### src/rtl/cmdcfg_pkg.sv
`timescale 1ns/1ps
package cmdcfg_pkg;

    typedef enum logic [0:0] {
        ST_CMD     = 1'b0,
        ST_PAYLOAD = 1'b1
    } dec_state_e;

    typedef enum logic [1:0] {
        TGT_MODE  = 2'd0,
        TGT_COUNT = 2'd1,
        TGT_COLOR = 2'd2,
        TGT_NONE  = 2'd3
    } tgt_e;

    localparam logic [7:0] OP_LAST   = 8'h02;
    localparam logic [7:0] MODE_LAST = 8'h02;

    function automatic logic opcode_known(input logic [7:0] b);
        return b <= OP_LAST;
    endfunction

    function automatic logic mode_legal(input logic [7:0] b);
        return b <= MODE_LAST;
    endfunction

endpackage

### src/rtl/cmdcfg_fsm.sv
`timescale 1ns/1ps
module cmdcfg_fsm
    import cmdcfg_pkg::*;
#(
    parameter int NUM_COUNTS  = 8,
    parameter int NUM_REGIONS = 8,
    parameter int IDX_W       = 3
) (
    input  logic             clk,
    input  logic             rst_n,
    input  logic             clear_i,
    input  logic             rx_valid_i,
    input  logic [7:0]       rx_data_i,
    input  logic             expire_i,
    output logic             active_o,
    output logic             wr_en_o,
    output tgt_e             wr_tgt_o,
    output logic [IDX_W-1:0] wr_idx_o,
    output logic [7:0]       wr_data_o,
    output logic             wr_last_o
);

    localparam logic [IDX_W-1:0] LAST_COUNT  = IDX_W'(NUM_COUNTS - 1);
    localparam logic [IDX_W-1:0] LAST_REGION = IDX_W'(NUM_REGIONS - 1);

    dec_state_e       state_q, state_n;
    tgt_e             tgt_q, tgt_n;
    logic [IDX_W-1:0] idx_q, idx_n;
    logic [IDX_W-1:0] last_idx;

    // Final index of the frame being collected
    always_comb begin
        unique case (tgt_q)
            TGT_COUNT: last_idx = LAST_COUNT;
            TGT_COLOR: last_idx = LAST_REGION;
            default:   last_idx = '0;
        endcase
    end

    // Transitions T_OPCODE, T_DROP, T_NEXT, T_DONE, T_TIMEOUT, T_CLEAR
    always_comb begin
        state_n = state_q;
        tgt_n   = tgt_q;
        idx_n   = idx_q;
        if (clear_i) begin
            state_n = ST_CMD;
            idx_n   = '0;
        end else begin
            unique case (state_q)
                ST_CMD: begin
                    if (rx_valid_i && opcode_known(rx_data_i)) begin
                        state_n = ST_PAYLOAD;
                        tgt_n   = tgt_e'(rx_data_i[1:0]);
                        idx_n   = '0;
                    end
                end
                ST_PAYLOAD: begin
                    if (expire_i) begin
                        state_n = ST_CMD;
                        idx_n   = '0;
                    end else if (rx_valid_i) begin
                        if (idx_q == last_idx) begin
                            state_n = ST_CMD;
                            idx_n   = '0;
                        end else begin
                            idx_n = idx_q + 1'b1;
                        end
                    end
                end
                default: state_n = ST_CMD;
            endcase
        end
    end

    // State register
    always_ff @(posedge clk or negedge rst_n) begin
        if (!rst_n) begin
            state_q <= ST_CMD;
            tgt_q   <= TGT_NONE;
            idx_q   <= '0;
        end else begin
            state_q <= state_n;
            tgt_q   <= tgt_n;
            idx_q   <= idx_n;
        end
    end

    // Outputs
    always_comb begin
        active_o  = (state_q == ST_PAYLOAD);
        wr_en_o   = (state_q == ST_PAYLOAD) && rx_valid_i && !clear_i;
        wr_tgt_o  = tgt_q;
        wr_idx_o  = idx_q;
        wr_data_o = rx_data_i;
        wr_last_o = wr_en_o && (idx_q == last_idx);
    end

    assert_clear_to_cmd_R10: assert property (@(posedge clk) disable iff (!rst_n)
        clear_i |=> state_q == ST_CMD);

    assert_unknown_dropped_R7: assert property (@(posedge clk) disable iff (!rst_n)
        (state_q == ST_CMD && rx_valid_i && !clear_i && rx_data_i > OP_LAST)
        |=> state_q == ST_CMD);

    assert_idx_in_range_R4: assert property (@(posedge clk) disable iff (!rst_n)
        state_q == ST_PAYLOAD |-> idx_q <= last_idx);

    assert_expiry_ends_frame_R9: assert property (@(posedge clk) disable iff (!rst_n)
        (state_q == ST_PAYLOAD && expire_i) |=> state_q == ST_CMD);

endmodule

### src/rtl/cmdcfg_timeout.sv
`timescale 1ns/1ps
module cmdcfg_timeout #(
    parameter int TIMEOUT_CYCLES = 1024
) (
    input  logic clk,
    input  logic rst_n,
    input  logic active_i,
    input  logic rx_valid_i,
    output logic expire_o
);

    localparam int CNT_W = $clog2(TIMEOUT_CYCLES + 1);
    localparam logic [CNT_W-1:0] CNT_LAST = CNT_W'(TIMEOUT_CYCLES - 1);

    logic [CNT_W-1:0] cnt_q;

    assign expire_o = active_i && !rx_valid_i && (cnt_q == CNT_LAST);

    always_ff @(posedge clk or negedge rst_n) begin
        if (!rst_n) begin
            cnt_q <= '0;
        end else if (!active_i || rx_valid_i || expire_o) begin
            cnt_q <= '0;
        end else begin
            cnt_q <= cnt_q + 1'b1;
        end
    end

    assert_expire_when_idle_R9: assert property (@(posedge clk) disable iff (!rst_n)
        expire_o |-> (active_i && !rx_valid_i));

    assert_count_restarts_R8: assert property (@(posedge clk) disable iff (!rst_n)
        rx_valid_i |=> cnt_q == '0);

endmodule

### src/rtl/cmdcfg_regfile.sv
`timescale 1ns/1ps
module cmdcfg_regfile
    import cmdcfg_pkg::*;
#(
    parameter int NUM_COUNTS  = 8,
    parameter int NUM_REGIONS = 8,
    parameter int IDX_W       = 3
) (
    input  logic                     clk,
    input  logic                     rst_n,
    input  logic                     wr_en_i,
    input  tgt_e                     wr_tgt_i,
    input  logic [IDX_W-1:0]         wr_idx_i,
    input  logic [7:0]               wr_data_i,
    input  logic                     wr_last_i,
    output logic [1:0]               mode_o,
    output logic [8*NUM_COUNTS-1:0]  count_tab_o,
    output logic [8*NUM_REGIONS-1:0] color_tab_o,
    output logic                     upd_valid_o,
    output logic [1:0]               upd_sel_o
);

    logic [1:0] mode_q;
    logic       upd_valid_q;
    logic [1:0] upd_sel_q;
    logic       mode_wr, mode_ok;

    assign mode_ok = mode_legal(wr_data_i);
    assign mode_wr = wr_en_i && (wr_tgt_i == TGT_MODE);

    always_ff @(posedge clk or negedge rst_n) begin
        if (!rst_n) begin
            mode_q <= 2'd0;
        end else if (mode_wr && mode_ok) begin
            mode_q <= wr_data_i[1:0];
        end
    end

    for (genvar g = 0; g < NUM_COUNTS; g++) begin : g_count
        logic [7:0] entry_q;
        always_ff @(posedge clk or negedge rst_n) begin
            if (!rst_n) begin
                entry_q <= '0;
            end else if (wr_en_i && wr_tgt_i == TGT_COUNT && wr_idx_i == IDX_W'(g)) begin
                entry_q <= wr_data_i;
            end
        end
        assign count_tab_o[8*g +: 8] = entry_q;
    end

    for (genvar g = 0; g < NUM_REGIONS; g++) begin : g_color
        logic [7:0] entry_q;
        always_ff @(posedge clk or negedge rst_n) begin
            if (!rst_n) begin
                entry_q <= '0;
            end else if (wr_en_i && wr_tgt_i == TGT_COLOR && wr_idx_i == IDX_W'(g)) begin
                entry_q <= wr_data_i;
            end
        end
        assign color_tab_o[8*g +: 8] = entry_q;
    end

    always_ff @(posedge clk or negedge rst_n) begin
        if (!rst_n) begin
            upd_valid_q <= 1'b0;
            upd_sel_q   <= 2'd0;
        end else begin
            upd_valid_q <= wr_last_i && !(wr_tgt_i == TGT_MODE && !mode_ok);
            if (wr_last_i) begin
                upd_sel_q <= wr_tgt_i;
            end
        end
    end

    assign mode_o      = mode_q;
    assign upd_valid_o = upd_valid_q;
    assign upd_sel_o   = upd_sel_q;

    assert_strobe_single_R6: assert property (@(posedge clk) disable iff (!rst_n)
        upd_valid_q |=> !upd_valid_q);

    assert_strobe_sel_known_R6: assert property (@(posedge clk) disable iff (!rst_n)
        upd_valid_q |-> upd_sel_q != 2'd3);

    assert_mode_legal_R2: assert property (@(posedge clk) disable iff (!rst_n)
        mode_q != 2'd3);

    assert_mode_hold_R3: assert property (@(posedge clk) disable iff (!rst_n)
        (mode_wr && !mode_ok) |=> ($stable(mode_q) && !upd_valid_q));

endmodule

### src/rtl/cmdcfg_decoder.sv
`timescale 1ns/1ps
module cmdcfg_decoder
    import cmdcfg_pkg::*;
#(
    parameter int NUM_COUNTS     = 8,
    parameter int NUM_REGIONS    = 8,
    parameter int TIMEOUT_CYCLES = 1024
) (
    input  logic                     clk,
    input  logic                     rst_n,
    input  logic                     clear_i,
    input  logic                     rx_valid_i,
    input  logic [7:0]               rx_data_i,
    output logic [1:0]               mode_o,
    output logic [8*NUM_COUNTS-1:0]  count_tab_o,
    output logic [8*NUM_REGIONS-1:0] color_tab_o,
    output logic                     upd_valid_o,
    output logic [1:0]               upd_sel_o
);

    localparam int MAX_LEN = (NUM_COUNTS > NUM_REGIONS) ? NUM_COUNTS : NUM_REGIONS;
    localparam int IDX_W   = (MAX_LEN > 1) ? $clog2(MAX_LEN) : 1;

    logic             active, expire;
    logic             wr_en, wr_last;
    tgt_e             wr_tgt;
    logic [IDX_W-1:0] wr_idx;
    logic [7:0]       wr_data;

    cmdcfg_fsm #(
        .NUM_COUNTS (NUM_COUNTS),
        .NUM_REGIONS(NUM_REGIONS),
        .IDX_W      (IDX_W)
    ) fsm_i (
        .clk       (clk),
        .rst_n     (rst_n),
        .clear_i   (clear_i),
        .rx_valid_i(rx_valid_i),
        .rx_data_i (rx_data_i),
        .expire_i  (expire),
        .active_o  (active),
        .wr_en_o   (wr_en),
        .wr_tgt_o  (wr_tgt),
        .wr_idx_o  (wr_idx),
        .wr_data_o (wr_data),
        .wr_last_o (wr_last)
    );

    cmdcfg_timeout #(
        .TIMEOUT_CYCLES(TIMEOUT_CYCLES)
    ) tmo_i (
        .clk       (clk),
        .rst_n     (rst_n),
        .active_i  (active),
        .rx_valid_i(rx_valid_i),
        .expire_o  (expire)
    );

    cmdcfg_regfile #(
        .NUM_COUNTS (NUM_COUNTS),
        .NUM_REGIONS(NUM_REGIONS),
        .IDX_W      (IDX_W)
    ) regs_i (
        .clk        (clk),
        .rst_n      (rst_n),
        .wr_en_i    (wr_en),
        .wr_tgt_i   (wr_tgt),
        .wr_idx_i   (wr_idx),
        .wr_data_i  (wr_data),
        .wr_last_i  (wr_last),
        .mode_o     (mode_o),
        .count_tab_o(count_tab_o),
        .color_tab_o(color_tab_o),
        .upd_valid_o(upd_valid_o),
        .upd_sel_o  (upd_sel_o)
    );

    assert_write_only_in_frame_R8: assert property (@(posedge clk) disable iff (!rst_n)
        wr_en |-> (active && rx_valid_i));

endmodule

### config.mk
export PLATFORM = sky130hd
export DESIGN_NAME = cmdcfg_decoder
export DESIGN_NICKNAME = d
export VERILOG_FILES = /design/src/rtl/cmdcfg_pkg.sv /design/src/rtl/cmdcfg_fsm.sv /design/src/rtl/cmdcfg_timeout.sv /design/src/rtl/cmdcfg_regfile.sv /design/src/rtl/cmdcfg_decoder.sv
export SDC_FILE = /design/constraint.sdc
export NUM_CORES = 1
export LEC_CHECK = 0
export BUFFER_PORTS_ARGS = -buffer_cell sky130_fd_sc_hd__buf_2
export CAP_MARGIN = 20
export CORE_ASPECT_RATIO = 2
export CORE_MARGIN = 2
export CORE_UTILIZATION = 58
export DETAILED_ROUTE_END_ITERATION = 8
export HOLD_SLACK_MARGIN = 0.05
export PLACE_DENSITY_LB_ADDON = 0.1
export SLEW_MARGIN = 20
export SYNTH_ARGS = -nofsm -noshare
export SYNTH_HDL_FRONTEND = slang
export SYNTH_HIERARCHICAL = 1
export SYNTH_SLANG_ARGS = --single-unit
export TNS_END_PERCENT = 30
### constraint.sdc
create_clock -name clk -period 3.4 [get_ports clk]
set_input_delay 0.68 -clock clk [delete_from_list [all_inputs] [get_ports clk]]
set_output_delay 0.68 -clock clk [all_outputs]
set_load 0.02 [all_outputs]
==> results_dict.tcl <==
set metrics [dict create \
    setup.worst_path.start "tmo_i/cnt_q[0]" \
    portBuffers 144 \
    crit_path_cell_trace "ha_1 > nand2_1 > or3_2 > nor3_1 > o21a_1 > a311oi_1 > o21ai_0" \
    synth_edf_count 0 \
    synth_warnings 6 \
    drive_above_1_share_pct 58.16 \
    synth.distinct_cells 45 \
    synth-adder-area-share_pct 0.4078 \
    setup-tns-final_ns 0 \
    cts_buffer_depth 2 \
    worst_ep_required_time_ns 3.66 \
    syn-cell-area_um2 6136 \
    cts.clk_slew.worst_paths_ns 0.06 \
    finalCriticalPeriod_ns 2.184 \
    hold_path.class "in2async" \
    wl_per_cell_um 19.92 \
    max_slew_margin_pct 42.99 \
    final_cell_area_um2 7574 \
    seq_area_frac_synth_pct 61.22 \
    cpPeakStageDelay_ns 0.58 \
    cp_slowest_cell "a311oi_1" \
    ys.flop_type "dfrtp_1" \
    rows 53 \
    synth-simple-area-share_pct 7.830 \
    post-dp-hpwl_mm 9.836 \
    place_area_um2 6958 \
    core_um2 10410 \
    diodes 0 \
    start_util_pct 58.94 \
    grt_usage_pct 25.75 \
    drc 0 \
    cts_buffers 17 \
    postCtsHoldBufs 0 \
    synth_compound_area_share_pct 2.060 \
    total_leakage_power_nw 4.250 \
    grt-ovfl-total 0 \
    synth_nets 420 \
    cts-root-buf "clkbuf_16" \
    antenna_left 0 \
    final_cells 701 \
    status "complete, no violations" \
    layout.nets 567 \
    dp.cells 671 \
    max_freq_mhz 458.0 \
    antenna_found_initial 0 \
    grt_pass1_vias 4101 \
    hold_violations 0 \
    cp_data_arrival_time_ns 2.44 \
    fp.dieArea_um2 11470 \
    yosys_register_bits 150 \
    dr.pass1.iters 5 \
    fin_crit_sh_pct 64.22 \
    avgSynthCellArea_um2 15.11 \
    post_cts_buffers 0 \
    finClkSkew_ns 0.006092 \
    p_total_mw 3.805 \
    via_count 3916 \
    syn_inst 406 \
    rsz0062_at_grt "no" \
    worstSkewPairLatency_ns 0.41 \
    cap_violations 0 \
    yosys.area_share.xor_xnor_pct 0.5710 \
    start_kind "register" \
    cts.sinks 150 \
    synth.mux.area_fraction_pct 25.73 \
    peakVddDrop_mv 0.5266 \
    gp_congestion 0.7413 \
    timing.hold.ws_ns 0.2957 \
    die_h_um 149.5 \
    critPathCaptureType "register" \
    setup_viol 0 \
    worst_pin_slew_ns 0.8482 \
    cts_resized 0 \
    totalWireLength_mm 13.97 \
    slew_viol_final 0 \
    synth_top_family_by_area "multiplexers" \
    first_iter_violations 154 \
    timing.setup.critical_path_class "reg2reg" \
    num-fill-cells 735 \
    die_w_um 76.73 \
    via_per_inst 5.586 \
    grt_start_max_net_pins 81 \
    h-tree-depth 4 \
    crit_fanout 6 \
    syn2layout_area_growth_pct 23.43 \
    p_per_area_nw_per_um2 502.5 \
    ios 145 \
    worstReg2RegStart "tmo_i/cnt_q[0]" \
    cts_tree "built" \
    grt_pass1_wl_mm 22.16 \
    ys_async_sr_fraction_pct 100.0 \
]
[cell usage in the layout (no fill, tap or decap), types with 2 or more instances in the layout]
cell,synthesis,final
dfrtp_1,148,148
buf_2,2,143
mux2_2,114,114
nand2_1,19,19
clkbuf_16,0,17
mux2_4,16,16
nor3_1,7,7
nor2b_1,6,6
nor2_2,6,6
clkbuf_8,0,5
o21ai_0,5,5
nor2_1,4,4
mux2_1,4,4
nand3_1,4,4
buf_4,8,4
a211oi_1,4,4
bufinv_16,0,3
nor3b_1,3,3
or3_1,3,3
nand2b_1,3,3
o31ai_1,3,3
clkinv_2,0,2
inv_1,2,2
xnor2_1,2,2
nor4_1,2,2
ha_1,2,2
dfstp_2,2,2
and4bb_2,2,2
nand4b_2,2,2
nand4_1,2,2
or4_1,2,2
or3_2,2,2
xor2_1,2,2
[critical path: cells and delay by family (launching register included)]
family                     cells  cell delay (ns)
adders and majority gates      1             0.25
DFF                            1             0.39
and+or+nand+nor                3             0.41
AOI/OAI and AO/OA              3             0.98
[power breakdown]
group / leakage [nW] / internal [mW] / switching, mW
sequential: 2.09 / 1.79 / 0.00384
clock: 0.305 / 1.25 / 0.673
combinational: 1.86 / 0.0178 / 0.0760
[metrics by stage]
stage                     utilization, %  worst slack (ns)
after global placement             66.83            0.9267
after global routing               72.74             1.042
after detailed placement           66.83            0.8745
after floorplan                        -             1.091
after CTS                          72.74             1.253
final                              72.74             1.216
[layer usage]
| layer | up-vias | global-route usage, % | wire length [µm] |
|---|---|---|---|
| met1 | 2030 | 29.19 | 5167 |
| met3 | 19 | 5.790 | 600 |
| met2 | 117 | 46.84 | 7899 |
| met4 | 0 | 9.818 | 300 |
| li1 | 1750 | - | - |
| met5 | - | 0 | 0 |
[registers in the layout, indices dropped and copies added, names as in the netlist]
name                    count
fsm_i/active_o              1
fsm_i/wr_idx_o              3
fsm_i/wr_tgt_o              2
regs_i/g_color.entry_q     64
regs_i/g_count.entry_q     64
regs_i/mode_o               2
regs_i/upd_sel_o            2
regs_i/upd_valid_o          1
tmo_i/cnt_q                11
[area by class of cell]
| class | instances | area, µm² | area share (%) |
|---|---|---|---|
| Clock buffer | 23 | 498.0 | 6.575 |
| Clock inverter | 7 | 117.6 | 1.553 |
| Inverter | 2 | 7.507 | 0.09912 |
| Multi-Input combinational cell | 233 | 2246 | 29.65 |
| Sequential cell | 150 | 3756 | 49.60 |
| Tap cell | 137 | 171.4 | 2.263 |
| Timing Repair Buffer | 149 | 777.0 | 10.26 |
[worst paths after layout]
kind	endpoint	slack (ns)	cells after the start
min in group clk	tmo_i/cnt_q[0]	0.47	1
worst max-delay path	fsm_i/wr_idx_o[1]	1.22	7
max in group asynchronous	fsm_i/wr_tgt_o[0]	2.29	2
worst min-delay path	regs_i/g_count[0].entry_q[5]	0.30	1
worst min register to register	tmo_i/cnt_q[0]	0.47	1
worst max register to register	fsm_i/wr_idx_o[1]	1.22	7
[synth_stat cells (3+ instances only)]
master | number | area (µm²)
a211oi_1 | 4 | 30.03
buf_4 | 8 | 60.06
clkbuf_1 | 9 | 33.78
dfrtp_1 | 148 | 3704
mux2_1 | 4 | 45.04
mux2_2 | 114 | 1284
mux2_4 | 16 | 240.2
nand2_1 | 19 | 71.32
nand2b_1 | 3 | 18.77
nand3_1 | 4 | 20.02
nor2_1 | 4 | 15.01
nor2_2 | 6 | 37.54
nor2b_1 | 6 | 37.54
nor3_1 | 7 | 35.03
nor3b_1 | 3 | 22.52
o21ai_0 | 5 | 25.02
o31ai_1 | 3 | 22.52
or3_1 | 3 | 18.77
[cell families (layout without fill, tap and decap cells)]
| family | count (synthesis) | count (layout) |
|---|---|---|
| buffers and inverters | 23 | 181 |
| and+or+nand+nor | 74 | 74 |
| adders and majority gates | 2 | 2 |
| AOI/OAI and AO/OA | 18 | 18 |
| muxes | 135 | 135 |
| DFF | 150 | 150 |
| xor gates and xnor gates | 4 | 4 |
Note: power is estimated with default switching activity, not from simulation.
